[config.mk]
export PLATFORM = sky130hd
export DESIGN_NAME = codeTableFetch
export DESIGN_NICKNAME = d
export VERILOG_FILES = /design/src/rtl/codeTablePkg.sv /design/src/rtl/codeTableCtrl.sv /design/src/rtl/codeTableDatapath.sv /design/src/rtl/codeTableFetch.sv
export SDC_FILE = /design/constraint.sdc
export NUM_CORES = 1
export LEC_CHECK = 0
export ABC_AREA = 1
export BUFFER_PORTS_ARGS = -buffer_cell sky130_fd_sc_hd__buf_4
export CORE_UTILIZATION = 40
export DETAILED_ROUTE_END_ITERATION = 8
export GPL_ROUTABILITY_DRIVEN = 0
export GPL_TIMING_DRIVEN = 0
export PLACE_DENSITY = 0.72
export SLEW_MARGIN = 20
export SYNTH_ARGS = -nofsm -noshare
export SYNTH_HDL_FRONTEND = slang
export SYNTH_SLANG_ARGS = --single-unit
export TNS_END_PERCENT = 1
[constraint.sdc]
create_clock -name clk -period 5.3 [get_ports clk]
set_clock_uncertainty 0.2 [all_clocks]
set_input_delay 1.06 -clock clk [delete_from_list [all_inputs] [get_ports clk]]
set_output_delay 1.06 -clock clk [all_outputs]
set_load 0.05 [all_outputs]
[src/rtl/codeTablePkg.sv]
package codeTablePkg;

  typedef enum logic {
    MODE_PTR = 1'b0,
    MODE_PC  = 1'b1
  } lookupMode_e;

  typedef enum logic [1:0] {
    ST_IDLE  = 2'd0,
    ST_ISSUE = 2'd1,
    ST_CAPT  = 2'd2
  } fetchState_e;

  // strobes from control to datapath
  typedef struct packed {
    logic loadReq;      // latch address and status word
    logic captureData;  // latch fetched byte and merged flags
  } ctrlStrobes_t;

endpackage

[src/rtl/codeTableCtrl.sv]
module codeTableCtrl
  import codeTablePkg::*;
(
  input  logic         clk,
  input  logic         rstN,
  input  logic         start,
  output ctrlStrobes_t strobes,
  output logic         memRdEn,
  output logic         done
);

  fetchState_e state, stateNext;

  always_comb begin
    stateNext = state;
    strobes   = '0;
    case (state)
      ST_IDLE: begin
        if (start) begin
          strobes.loadReq = 1'b1;
          stateNext       = ST_ISSUE;
        end
      end
      ST_ISSUE: stateNext = ST_CAPT;
      ST_CAPT: begin
        strobes.captureData = 1'b1;
        stateNext           = ST_IDLE;
      end
      default: stateNext = ST_IDLE;
    endcase
  end

  always_ff @(posedge clk) begin
    if (!rstN) begin
      state <= ST_IDLE;
      done  <= 1'b0;
    end else begin
      state <= stateNext;
      done  <= strobes.captureData;
    end
  end

  assign memRdEn = (state == ST_ISSUE);

endmodule

[src/rtl/codeTableDatapath.sv]
module codeTableDatapath
  import codeTablePkg::*;
#(
  parameter int PC_W  = 24,
  parameter int PTR_W = 16,
  parameter int ACC_W = 8,
  parameter int PSW_W = 8,
  parameter int Z_POS = 1,
  parameter int N_POS = 2
) (
  input  logic             clk,
  input  logic             rstN,
  input  ctrlStrobes_t     strobes,
  input  logic             mode,
  input  logic [ACC_W-1:0] accIn,
  input  logic [PTR_W-1:0] ptrIn,
  input  logic [PC_W-1:0]  pcIn,
  input  logic [PSW_W-1:0] pswIn,
  input  logic [ACC_W-1:0] memRdData,
  output logic [PC_W-1:0]  memAddr,
  output logic [ACC_W-1:0] accOut,
  output logic [PSW_W-1:0] pswOut
);

  localparam int PAGE_W = PC_W - PTR_W;

  logic [PTR_W-1:0] ptrSum;
  logic [PC_W-1:0]  ptrAddr;
  logic [PC_W-1:0]  pcAddr;
  logic [PC_W-1:0]  addrNext;
  logic [PSW_W-1:0] pswHold;
  logic [PSW_W-1:0] pswMerged;

  // pointer sum wraps inside the page
  assign ptrSum = ptrIn + PTR_W'(accIn);

  generate
    if (PAGE_W > 0) begin : g_paged
      assign ptrAddr = {pcIn[PC_W-1:PTR_W], ptrSum};
    end else begin : g_flat
      assign ptrAddr = PC_W'(ptrSum);
    end
  endgenerate

  assign pcAddr   = pcIn + PC_W'(accIn);
  assign addrNext = (mode == MODE_PC) ? pcAddr : ptrAddr;

  always_comb begin
    pswMerged        = pswHold;
    pswMerged[Z_POS] = (memRdData == '0);
    pswMerged[N_POS] = memRdData[ACC_W-1];
  end

  always_ff @(posedge clk) begin
    if (!rstN) begin
      memAddr <= '0;
      pswHold <= '0;
      accOut  <= '0;
      pswOut  <= '0;
    end else begin
      if (strobes.loadReq) begin
        memAddr <= addrNext;
        pswHold <= pswIn;
      end
      if (strobes.captureData) begin
        accOut <= memRdData;
        pswOut <= pswMerged;
      end
    end
  end

endmodule

[src/rtl/codeTableFetch.sv]
module codeTableFetch
  import codeTablePkg::*;
#(
  parameter int PC_W  = 24,
  parameter int PTR_W = 16,
  parameter int ACC_W = 8,
  parameter int PSW_W = 8,
  parameter int Z_POS = 1,
  parameter int N_POS = 2
) (
  input  logic             clk,
  input  logic             rstN,
  input  logic             start,
  input  logic             mode,
  input  logic [ACC_W-1:0] accIn,
  input  logic [PTR_W-1:0] ptrIn,
  input  logic [PC_W-1:0]  pcIn,
  input  logic [PSW_W-1:0] pswIn,
  output logic             memRdEn,
  output logic [PC_W-1:0]  memAddr,
  input  logic [ACC_W-1:0] memRdData,
  output logic [ACC_W-1:0] accOut,
  output logic [PSW_W-1:0] pswOut,
  output logic             done
);

  ctrlStrobes_t strobes;

  codeTableCtrl u_ctrl (
    .clk     (clk),
    .rstN    (rstN),
    .start   (start),
    .strobes (strobes),
    .memRdEn (memRdEn),
    .done    (done)
  );

  codeTableDatapath #(
    .PC_W  (PC_W),
    .PTR_W (PTR_W),
    .ACC_W (ACC_W),
    .PSW_W (PSW_W),
    .Z_POS (Z_POS),
    .N_POS (N_POS)
  ) u_dp (
    .clk       (clk),
    .rstN      (rstN),
    .strobes   (strobes),
    .mode      (mode),
    .accIn     (accIn),
    .ptrIn     (ptrIn),
    .pcIn      (pcIn),
    .pswIn     (pswIn),
    .memRdData (memRdData),
    .memAddr   (memAddr),
    .accOut    (accOut),
    .pswOut    (pswOut)
  );

endmodule

Word level (Yosys, flattened, before mapping) --
Index checks and enable logic that the tools add are counted.
Word-level totals: bits in registers 51, bits of input ports 68, word-level logic and storage cells 19, output and inout bits 42
Cells by class: muxes and demuxes 6, add/subtract/negate cells 2, reduce and logical (&&, ||, !) cells 2, eq/ne operators 3
Operators with widths (count):
- adder 24 x 8 -> 24 bit | 1
- two-way mux 24 bit | 1
- adder 16 x 8 -> 16 bit | 1
- zero test 8 bit | 1
- case mux 2 bit (2 select lines) | 1
- two-way mux 1 bit | 3
- equality test 2 x 1 -> 1 bit, second input constant | 1
- equality test 2 bit, second input constant | 1
- zero test 2 bit | 1
- two-way mux 2 bit | 1
- inequality test 2 bit, second input constant | 1

Longest topological paths before layout --
Gate-level depths: netlist of run 1.
word-level depth 2, mapped depth 15, gate-level depth less buffers 15

By module --
A second synthesis of run 1 with hierarchy kept.
Second synthesis, totals: cell total of the unflattened synthesis 570, area total of the unflattened synthesis 3457.1 µm²
By module, submodules not included:
- codeTableDatapath | instances 1, cells an instance 556, sequential area each 900.9 µm², area an instance 3353.2 µm²
- codeTableCtrl | instances 1, cells an instance 14, sequential area each 60.1 µm², area an instance 103.8 µm²

Least setup slack after synthesis of run 1 --
Ideal clock, no wire load.
path kind input -> register, start input port accIn[0], end register u_dp.memAddr[18], path buffers 0, slack 2.587 ns, arrival time 2.404 ns, setup time 0.109 ns, stages 13, cell sequence ha_1 -> fa_1 -> nand2_1 -> nand2_1 -> and2_1 -> nand3_1 -> nand2_2 -> nand2_4 -> nor2_2 -> nand2_1 -> nand3_1 -> nand2_1 -> inv_1
Between the ends: word-level cells in the longest chain between the ends 2
RTL lines:
- start, declared | line codeTableFetch.sv:15 | input logic [ACC_W-1:0] accIn,
- adder 24 x 8 -> 24 bit | line codeTableDatapath.sv:45 | assign pcAddr = pcIn + PC_W'(accIn);
- two-way mux 24 bit | line codeTableDatapath.sv:46 | assign addrNext = (mode == MODE_PC) ? pcAddr : ptrAddr;
- end signal, assigned | line codeTableDatapath.sv:62 | memAddr <= addrNext;
- end, declared | line codeTableDatapath.sv:20 | output logic [PC_W-1:0] memAddr,
Every way passes these cells. A chain may end at the register's enable or synchronous reset.

Worst setup path after layout of run 1 --
start input port accIn[0], end register u_dp.memAddr[8]
Between the ends: word-level cells in the longest chain between the ends 2
RTL lines (line):
- adder 24 x 8 -> 24 bit or adder 16 x 8 -> 16 bit (tied branches) | codeTableDatapath.sv:45, codeTableDatapath.sv:35
- two-way mux 24 bit * | codeTableDatapath.sv:46
Mark *: on every way between the ends. The rest lies on a longest branch, timed or not.

==> results of run 1 <==
## flip-flops by register name, indices dropped and copies added, names as in the netlist
name          count
u_dp.memAddr     24
u_ctrl.done       1
u_dp.pswHold      6
u_dp.accOut       7
u_dp.pswOut       8
u_ctrl.state      2
## where the power goes
| part | switching, mW | internal [mW] |
|---|---|---|
| Sequential | 0.0146 | 0.387 |
| Combinational | 0.234 | 0.128 |
| Clock | 0.130 | 0.190 |
| Total | 0.378 | 0.706 |
## layout make-up
class | instances | share of cell area
repair buffers | 105 | 0.1766
flip-flops and latches | 48 | 0.2152
inverters | 70 | 0.05886
clock inverters | 3 | 0.01541
well taps | 105 | 0.02943
plain buffers | 17 | 0.01962
multi-input cells | 420 | 0.4695
clock buffers | 5 | 0.01541
## worst max path at each step
stage	endpoint	start	slack (ns)	cells after the start
after global placement	u_dp.memAddr[8]	accIn[0]	2.32	11
after detailed placement	u_dp.memAddr[8]	accIn[0]	2.30	11
after CTS	u_dp.memAddr[8]	accIn[0]	2.61	11
final	u_dp.memAddr[8]	accIn[0]	2.57	13
after floorplan	u_dp.memAddr[18]	accIn[0]	2.59	13
after global routing	u_dp.memAddr[10]	accIn[0]	2.42	14
## worst register-to-register path: cells and delay by family (launching register included)
kind | cells | cell delay [ns]
AOI/OAI and AO/OA | 1 | 0.09
buffers and inverters | 4 | 0.66
DFF | 1 | 0.32
and+or+nand+nor | 2 | 0.40
## through the flow
step,setup WS (ns),hold slack [ns]
4_1_cts,2.607,0.2653
6_report,2.567,0.2646
2_1_floorplan,2.587,0.2234
3_3_place_gp,2.320,0.2347
5_1_grt,2.417,0.2935
3_5_place_dp,2.296,0.2496
## routing by layer
layer,GRT usage,part of all wire,routed length [µm]
met3,0.03479,0.050,493
met2,0.3816,0.48,4696
met4,0.06154,0.014,136
met1,0.2860,0.45,4445
met5,0,0,0
## cell usage in the layout (no fill, tap or decap), types with 2 or more instances in the layout
| master | count |
|---|---|
| clkbuf_1 | 6 |
| o21ai_0 | 32 |
| a31oi_1 | 2 |
| inv_1 | 66 |
| nand3_1 | 53 |
| a21oi_1 | 18 |
| o211ai_1 | 3 |
| inv_2 | 2 |
| ha_1 | 16 |
| buf_4 | 109 |
| nand2_4 | 2 |
| nor2_2 | 2 |
| nor2_1 | 104 |
| nand4_1 | 11 |
| nand3_2 | 3 |
| bufinv_16 | 2 |
| o21ai_1 | 4 |
| clkbuf_8 | 5 |
| clkinv_1 | 2 |
| nor3_1 | 6 |
| nand3b_1 | 9 |
| a21o_1 | 2 |
| dfxtp_1 | 48 |
| buf_2 | 7 |
| fa_1 | 2 |
| nand2_2 | 4 |
| xor2_1 | 6 |
| nand2_1 | 131 |
| nor4_1 | 2 |
## kinds of logic after synthesis
kind of cell    Yosys count  share of synthesized area
simple gates            333                     0.4300
fa+ha+maj                18                    0.07051
flops                    48                     0.2820
xor+xnor                  6                    0.01542
compound gates           63                    0.09915
buf+inv                  87                     0.1028
==> impl_results.md, run 1 <==
- Status: complete, no violations
- Storage element area: 960.9 µm²
- Synth area leader: dfxtp_1
- Final instance area: 4464 µm²
- Asr flop ratio synth: 0
- # IOs: 110
- Slew @ Worst Pin: 0.4867 ns
- Clock Latency Late Sink: 0.31 ns
- Hpwl dp: 7.825 mm
- Slew Viols, Final: 0
- Antenna fix cells: 0
- Multi-input gate area: 2096 µm²
- Commonest cells post-synth: nand2_1, nor2_1, inv_1
- First-pass GRT wire length: 15.72 mm
- Cell family with most CP delay: adder cells
- Worst min-delay path class: flip-flop to flip-flop
- DRC: 0
- CTS Buf Count: 5
- Setup CP Type: input port to flip-flop
- All-Layer GR Usage: 0.2226
- Worst r2r dst: u_dp.memAddr[3]
- Vias per Instance: 4.960
- Top-count cell post-synth: nand2_1
- Share of layout cells above drive strength 1: 0.2126
- Crit end category: flip-flop
- Max-slew headroom: 0.6726
- Post-Place Cells: 765
- TritonRoute pass-1 iters: 4
- Post-synth EDFFs: 0
- Clk pin slew, worst setup/hold paths: 0.10 ns
- Endpoints failing setup: 0
- Crit path cell chain: buf_4 -> ha_1 -> fa_1 -> nand2_1 -> nand2_1 -> and2_1 -> nand2_1 -> nand2_1 -> a21oi_1 -> o21ai_0 -> nand3_1 -> nand2_1 -> inv_1
- Fmax: 0.3659 GHz
- RR Startpoint: u_ctrl.state[0]
- Starting density of the core: 0.4146
- CTS Root Cell: clkbuf_8
- Startpoint Class: input port
- Worst Hold Launch: u_ctrl.state[1]
- Via count: 3834
- YS warnings: 0
- Post-Syn Area: 3407 µm²
- Netlist cell types: 35
- Placed Area: 4327 µm²
- Worst R2R Path Depth: 7
- DIE HEIGHT: 94.29 µm
- Synth Register Bits: 48
- Clock sink count: 48
- Req. time, crit path: 5.36 ns
- RSZ-0062 raised after global routing: false
- Final hold vios: 0
- Cell mode on critical path: nand2_1
- Core Util, Final: 0.5433
- CP Max Fanout: 4
- Tot Pwr: 1.084 mW
- Wire per inst: 12.64 µm
- Ys flop type: dfxtp_1
- Worst IR Drop VDD: 0.1841 mV
- Final worst path period need: 2.733 ns
- Final net count: 753
- Drt total wl: 9.772 mm
- Pwr dens: 242.8 nW/µm²
- Full die area: 8891 µm²
- Area Growth Syn to Fin: 31.03%
- Delay of the slowest critical-path stage: 0.42 ns
- Clk buf depth: 2
- Critical path's slowest cell: fa_1
- CTS tree: done
- Vias in the first global route: 3530
- Register area share after synthesis: 0.2820
- H-tree levels: 2
- Setup tns final: 0 ns
- CTS resizes: 0
- Hold depth: 1
- Worst Hold Path EP: u_ctrl.state[1]
- Synth Instances: 555
- Drt initial violations: 194
- Core Area: 8217 µm²
- GRT overflow: 0
- Fin cells: 773
- Leakage power: 2.441 nW
- MaxCap Viol Count: 0
- Syn nets: 641
- Width of the die: 94.29 µm
- Top cells by area, synth: dfxtp_1, nand2_1, nor2_1
- ANT nets after route: 0
- Bufs and invs on worst path: 2
- Reg-to-reg slack, setup: 3.51 ns
- # rows: 33
- Port bufs: 105
- Postcts setup bufs: 0
- Critical Path AT: 2.79 ns
- Post-CTS Hold Fix Bufs: 0
- Final period util: 0.5157
- Number of antenna violations at the first check in global routing: 0
- Pin count of the biggest net entering global routing: 17
- Number of fill cells: 863
- Top cell type's share of synthesized area: 0.2820
- Syn Area/Cell: 6.139 µm²
No activity file was read; power rests on OpenSTA's default activity.
==> run 2: changes to the inputs <==
ABC_AREA = 0   (was 1)
PLACE_DENSITY = 0.74   (was 0.72)
clock period = 2.8 ns   (was 5.3 ns; I/O delays follow)
==> impl_results.md, run 2 <==
- Status: complete, no violations
- Most common cell after layout, fill and taps aside: buf_4
- Fmax: 0.3785 GHz
- Via count: 2973 (-22%)
- ANT nets after route: 0 (unchanged)
- Pwr dens: 471.5 nW/µm² (+94%)
- Ys flop type: dfxtp_1
- GRT overflow: 0 (unchanged)
- Endpoints failing setup: 0 (unchanged)
- Setup CP Type: input port to flip-flop
- Hold depth: 2 (+1)
- Width of the die: 88.65 µm (-6.0%)
- Max FFs per register: 24 (unchanged)
- Final period util: 0.9437
- First-pass GRT wire length: 12.83 mm (-18%)
- # rows: 31 (-6.1%)
- Top flop regs: u_dp.memAddr (24), u_dp.pswOut (8), u_dp.accOut (7)
- Startpoint Class: input port
- Port bufs: 106 (+0.95%)
- Top cell type's share of synthesized area: 0.3200 (+0.03796)
- Worst R2R Path Depth: 6 (-1)
- CTS resizes: 0 (unchanged)
- Clk pin slew, worst setup/hold paths: 0.09 ns (about the same)
- Commonest cells post-synth: nand2_1, dfxtp_1, a21oi_1
- Post-CTS Hold Fix Bufs: 0 (unchanged)
- Register area share after synthesis: 0.3200 (+0.03796)
- Worst r2r dst: u_dp.memAddr[4]
- Flop pwr share: 0.395 (+0.024)
- TritonRoute pass-1 iters: 4 (unchanged)
- Netlist cell types: 52 (+49%)
- Asr flop ratio synth: 0 (unchanged)
- Clock power frac: 0.268 (-0.027)
- Req. time, crit path: 2.80 ns (-2.56 ns)
- Pin count of the biggest net entering global routing: 17 (unchanged)
- Antenna fix cells: 0 (unchanged)
- Synth Instances: 361 (-35%)
- Clk buf depth: 2 (unchanged)
- Drt total wl: 7.994 mm (-18%)
- CTS tree: done
- Leakage power: 1.686 nW (-31%)
- Pre-CTS WS: -0.1170 ns (-2.413 ns)
- Critical Path AT: 2.64 ns (-0.15 ns)
- Wire per inst: 13.93 µm (+10%)
- Clock Latency Late Sink: 0.29 ns (-0.02 ns)
- CP Max Fanout: 3 (-1)
- Crit path cell chain: buf_4 -> ha_1 -> fa_1 -> a211oi_1 -> o21ai_0 -> o211a_1 -> xor2_1 -> mux2i_1 -> o21ai_1
- Bufs and invs on worst path: 1 (-1)
- Vias per Instance: 5.179 (+4.4%)
- Setup tns final: 0 ns (unchanged)
- Drt initial violations: 83 (-57%)
- Hpwl dp: 6.383 mm (-18%)
- Full die area: 7858 µm² (-12%)
- Postcts setup bufs: 0 (unchanged)
- Crit end category: flip-flop
- Starting density of the core: 0.4140 (-0.0006418)
- MaxCap Viol Count: 0 (unchanged)
- Max-slew headroom: 0.5547 (-0.1179)
- Post-Syn Area: 3003 µm² (-12%)
- Final hold vios: 0 (unchanged)
- Area Growth Syn to Fin: 34.46%
- Commonest cells after routing, fill and taps aside: buf_4, nand2_1, dfxtp_1
- CTS Root Cell: clkbuf_8
- Final Worst Setup Slack: 0.1577 ns (-2.409 ns)
- Worst Hold Launch: u_dp.memAddr[2]
- H-tree levels: 2 (unchanged)
- Worst min-delay path class: flip-flop to flip-flop
- Synth Register Bits: 48 (unchanged)
- Delay of the slowest critical-path stage: 0.44 ns (+0.02 ns)
- Number of antenna violations at the first check in global routing: 0 (unchanged)
- Vias in the first global route: 2909 (-18%)
- Syn Area/Cell: 8.318 µm² (+36%)
- CTS Buf Count: 5 (unchanged)
- RR Startpoint: u_ctrl.state[1]
- Slew @ Worst Pin: 0.6680 ns (+0.1813 ns)
- Reg-to-reg slack, setup: 0.95 ns (-2.56 ns)
- DIE HEIGHT: 88.65 µm (-6.0%)
- Post-synth EDFFs: 0 (unchanged)
- Core Util, Final: 0.5567 (+0.01334)
- Worst Hold Path EP: u_dp.memAddr[2]
- DRC: 0 (unchanged)
- Synth area leader: dfxtp_1
- NetSw: 0.6522 mW (+72%)
- YS warnings: 0 (unchanged)
- Post-Place Cells: 566 (-26%)
- Slew Viols, Final: 0 (unchanged)
- Combinational power share: 0.337 (+0.003)
- Share of layout cells above drive strength 1: 0.2863 (+0.07374)
- Syn nets: 447 (-30%)
- # IOs: 110 (unchanged)
- Final net count: 560 (-26%)
- Clock sink count: 48 (unchanged)
- Register name with the most flops: u_dp.memAddr
- Worst IR Drop VDD: 0.2414 mV (+31%)
- All-Layer GR Usage: 0.2082 (-0.01436)
- Fin cells: 574 (-26%)
- Tot Pwr: 1.904 mW (+76%)
- Core Area: 7253 µm² (-12%)
- Final worst path period need: 2.642 ns
- Cell family with most CP delay: compound AO/OA/AOI/OAI gates
- Top cells by area, synth: dfxtp_1, xnor2_1, nand2_1
- Internal Dissipation: 1.252 mW (+77%)
- RSZ-0062 raised after global routing: false
- Top-count cell post-synth: nand2_1
- Sw Share: 0.3426 (-0.006310)
- Critical path's slowest cell: fa_1
run 2: final cells by class:
class | count | area [µm²]
Clock inverter | 3 | 46.29
Clock buffer | 5 | 68.82
Buffer | 16 | 120.1
Sequential cell | 48 | 960.9
Timing Repair Buffer | 106 | 795.8
Inverter | 11 | 41.29
Fill cell | 667 | 3216
Tap cell | 99 | 123.9
Multi-Input combinational cell | 286 | 1881
run 2: worst register-to-register path, delay by kind of cell (launching register included):
| family | cells | cell delay [ns] |
|---|---|---|
| AO/OA/AOI/OAI | 1 | 0.26 |
| AND/OR/NAND/NOR | 3 | 0.36 |
| flip-flops | 1 | 0.34 |
| buffers and inverters | 2 | 0.60 |
run 2: routing by layer:
layer / vias to the layer above / track usage / wire (µm)
met2: 120 / 0.3783 / 3871
met5: - / 0 / 0
met1: 1331 / 0.2507 / 3554
met3: 8 / 0.03638 / 494
met4: 0 / 0.05865 / 73
li1: 1514 / - / -
run 2: logic make-up (layout without fill, tap and decap cells):
logic type	after synthesis	after routing	synth area share
AO/OA/AOI/OAI	109	109	0.2300
XOR/XNOR	33	33	0.09625
adder cells (fa/ha/maj)	18	18	0.08000
buffers and inverters	27	141	0.05375
flip-flops	48	48	0.3200
multiplexers	5	5	0.01667
AND/OR/NAND/NOR	121	121	0.2033
run 2: how the worst max path moves through the flow:
stage,to,slack (ns),depth (start not counted),from
after floorplan,u_dp.memAddr[10],0.29,8,accIn[0]
after global placement,u_dp.memAddr[10],-0.12,9,accIn[0]
after detailed placement,u_dp.memAddr[10],-0.12,9,accIn[0]
after CTS,u_dp.memAddr[10],0.20,9,accIn[0]
after global routing,u_dp.memAddr[18],0.02,9,accIn[0]
final,u_dp.memAddr[10],0.16,9,accIn[0]
run 2: per-stage QoR:
step	hold slack, ns	cell area, µm²
6_report	0.2575	4038
5_1_grt	0.2803	4038
4_1_cts	0.2598	4038
3_5_place_dp	0.2467	3923
3_3_place_gp	0.2420	3923
2_1_floorplan	0.2322	3003
run 2: power groups by stage:
| stage | clock (mW) | combinational, mW | sequential, mW |
|---|---|---|---|
| 2_1_floorplan | 0 | 0.293 | 0.890 |
| 3_3_place_gp | 0 | 0.629 | 0.766 |
| 3_5_place_dp | 0 | 0.638 | 0.767 |
| 4_1_cts | 0.522 | 0.639 | 0.752 |
| 5_1_grt | 0.553 | 0.693 | 0.757 |
| 6_report | 0.510 | 0.641 | 0.752 |
==> run 3: changes to the inputs <==
PLACE_DENSITY = 0.67   (was 0.74)
==> impl_results.md, run 3 (synthesis gave the netlist of run 2 again) <==
- Status: complete, no violations
- Core Util, Final: 0.5567 (unchanged)
- Core Area: 7253 µm² (unchanged)
- Commonest cells after routing, fill and taps aside: buf_4, nand2_1, dfxtp_1
- Clock power frac: 0.269 (about the same)
- Register name with the most flops: u_dp.memAddr
- Area Growth Syn to Fin: 34.46% (unchanged)
- Top flop regs: u_dp.memAddr (24), u_dp.pswOut (8), u_dp.accOut (7)
- RSZ-0062 raised after global routing: false
- Port bufs: 106 (unchanged)
- Number of antenna violations at the first check in global routing: 0 (unchanged)
- All-Layer GR Usage: 0.1992 (-0.009051)
- Drt initial violations: 98 (+18%)
- Most common cell after layout, fill and taps aside: buf_4
- Worst IR Drop VDD: 0.2017 mV (-16%)
- Antenna fix cells: 0 (unchanged)
- Max FFs per register: 24 (unchanged)
- H-tree levels: 2 (unchanged)
- First-pass GRT wire length: 12.21 mm (-4.8%)
- Post-CTS Hold Fix Bufs: 0 (unchanged)
- NetSw: 0.6491 mW (-0.47%)
- GRT overflow: 0 (unchanged)
- Clk buf depth: 2 (unchanged)
- Pwr dens: 470.6 nW/µm² (-0.20%)
- Starting density of the core: 0.4140 (unchanged)
- Hpwl dp: 6.196 mm (-2.9%)
- Post-Place Cells: 566 (unchanged)
- # IOs: 110 (unchanged)
- Vias per Instance: 5.115 (-1.2%)
- DIE HEIGHT: 88.65 µm (unchanged)
- Flop pwr share: 0.396 (about the same)
- Fin cells: 574 (unchanged)
- Leakage power: 1.686 nW (unchanged)
- Vias in the first global route: 2655 (-8.7%)
- Width of the die: 88.65 µm (unchanged)
- Number of fill cells: 707 (+6.0%)
- Startpoint Class: input port
- Setup tns final: 0 ns (unchanged)
- Pin count of the biggest net entering global routing: 17 (unchanged)
- Postcts setup bufs: 0 (unchanged)
- Multi-input gate area: 1881 µm² (unchanged)
- Clock sink count: 48 (unchanged)
- CTS resizes: 0 (unchanged)
- Crit path cell chain: buf_4 -> ha_1 -> fa_1 -> a211oi_1 -> o21ai_0 -> o211a_1 -> xor2_1 -> mux2i_1 -> o21ai_1
- Endpoints failing setup: 0 (unchanged)
- Req. time, crit path: 2.80 ns (about the same)
- Final worst path period need: 2.639 ns (-0.003290 ns)
- Final period util: 0.9425 (-0.001175)
- Slew Viols, Final: 0 (unchanged)
- Drt total wl: 7.742 mm (-3.2%)
- Bufs and invs on worst path: 1 (unchanged)
- Crit end category: flip-flop
- TritonRoute pass-1 iters: 4 (unchanged)
- CTS tree: done
- Critical path's slowest cell: fa_1
- Clk pin slew, worst setup/hold paths: 0.10 ns (about the same)
- Fmax: 0.3789 GHz (+0.12%)
- ANT nets after route: 0 (unchanged)
- Final hold vios: 0 (unchanged)
- Wire per inst: 13.49 µm (-3.2%)
- Clock Latency Late Sink: 0.31 ns (+0.02 ns)
- Storage element area: 960.9 µm² (unchanged)
- MaxCap Viol Count: 0 (unchanged)
- Internal Dissipation: 1.251 mW (about the same)
- Share of layout cells above drive strength 1: 0.2863 (unchanged)
- CTS Buf Count: 5 (unchanged)
- Via count: 2936 (-1.2%)
- CP Max Fanout: 3 (unchanged)
- DRC: 0 (unchanged)
- Sw Share: 0.3416 (-0.0009569)
- # rows: 31 (unchanged)
- Full die area: 7858 µm² (unchanged)
- Combinational power share: 0.335 (-0.002)
- Final net count: 560 (unchanged)
- Slew @ Worst Pin: 0.6445 ns (-0.02351 ns)
- Setup CP Type: input port to flip-flop
- CTS Root Cell: clkbuf_8
- Cell family with most CP delay: compound AO/OA/AOI/OAI gates
- Delay of the slowest critical-path stage: 0.44 ns (about the same)
- Hold_ws: 0.2552 ns (-0.002281 ns)
- Critical Path AT: 2.64 ns (about the same)
- Max-slew headroom: 0.5704 (+0.01568)
- Worst min-delay path class: flip-flop to flip-flop
run 3: worst paths after layout:
path | to | slack [ns] | cells past startpoint | from
max | u_dp.memAddr[10] | 0.16 | 9 | accIn[0]
min | u_dp.pswOut[4] | 0.26 | 2 | u_dp.pswHold[4]
max reg2reg | u_dp.memAddr[3] | 0.90 | 6 | u_ctrl.state[1]
min reg2reg | u_dp.pswOut[4] | 0.26 | 2 | u_dp.pswHold[4]
run 3: stage by stage:
step	cell area (µm²)	setup slack, ns	power (mW)
after global routing	4038	0.03377	1.997
after floorplan	3003	0.2891	1.183
after CTS	4038	0.1771	1.910
after global placement	3923	-0.1212	1.399
after detailed placement	3923	-0.1261	1.403
final	4038	0.1610	1.900
run 3: cell type report:
type | instances | area share
multi-input combinational | 286 | 0.4658
sequential | 48 | 0.2380
timing repair buffer | 106 | 0.1971
tap | 99 | 0.03068
buffer | 16 | 0.02975
clock buffer | 5 | 0.01704
clock inverter | 3 | 0.01147
inverter | 11 | 0.01023
run 3: per-layer routing:
layer  GRT usage  share of wire  vias to the layer above
li1            -              -                     1516
met1      0.2518           0.45                     1315
met2      0.3559           0.49                       98
met3     0.02985          0.047                        7
met4     0.04545          0.011                        0
met5           0              0                        -
run 3: worst register-to-register path, stage by stage, from the launching register on:
cell      delay, ns
dfxtp_1        0.34
nor2_1         0.13
and2_1         0.15
clkbuf_8       0.15
clkbuf_1       0.47
mux2i_1        0.28
nor2_1         0.05
run 3: power by group through the flow:
stage / combinational, mW / sequential [mW] / clock, mW
6_report: 0.637 / 0.753 / 0.511
5_1_grt: 0.690 / 0.758 / 0.549
4_1_cts: 0.637 / 0.753 / 0.521
3_5_place_dp: 0.635 / 0.768 / 0
3_3_place_gp: 0.631 / 0.768 / 0
2_1_floorplan: 0.293 / 0.890 / 0
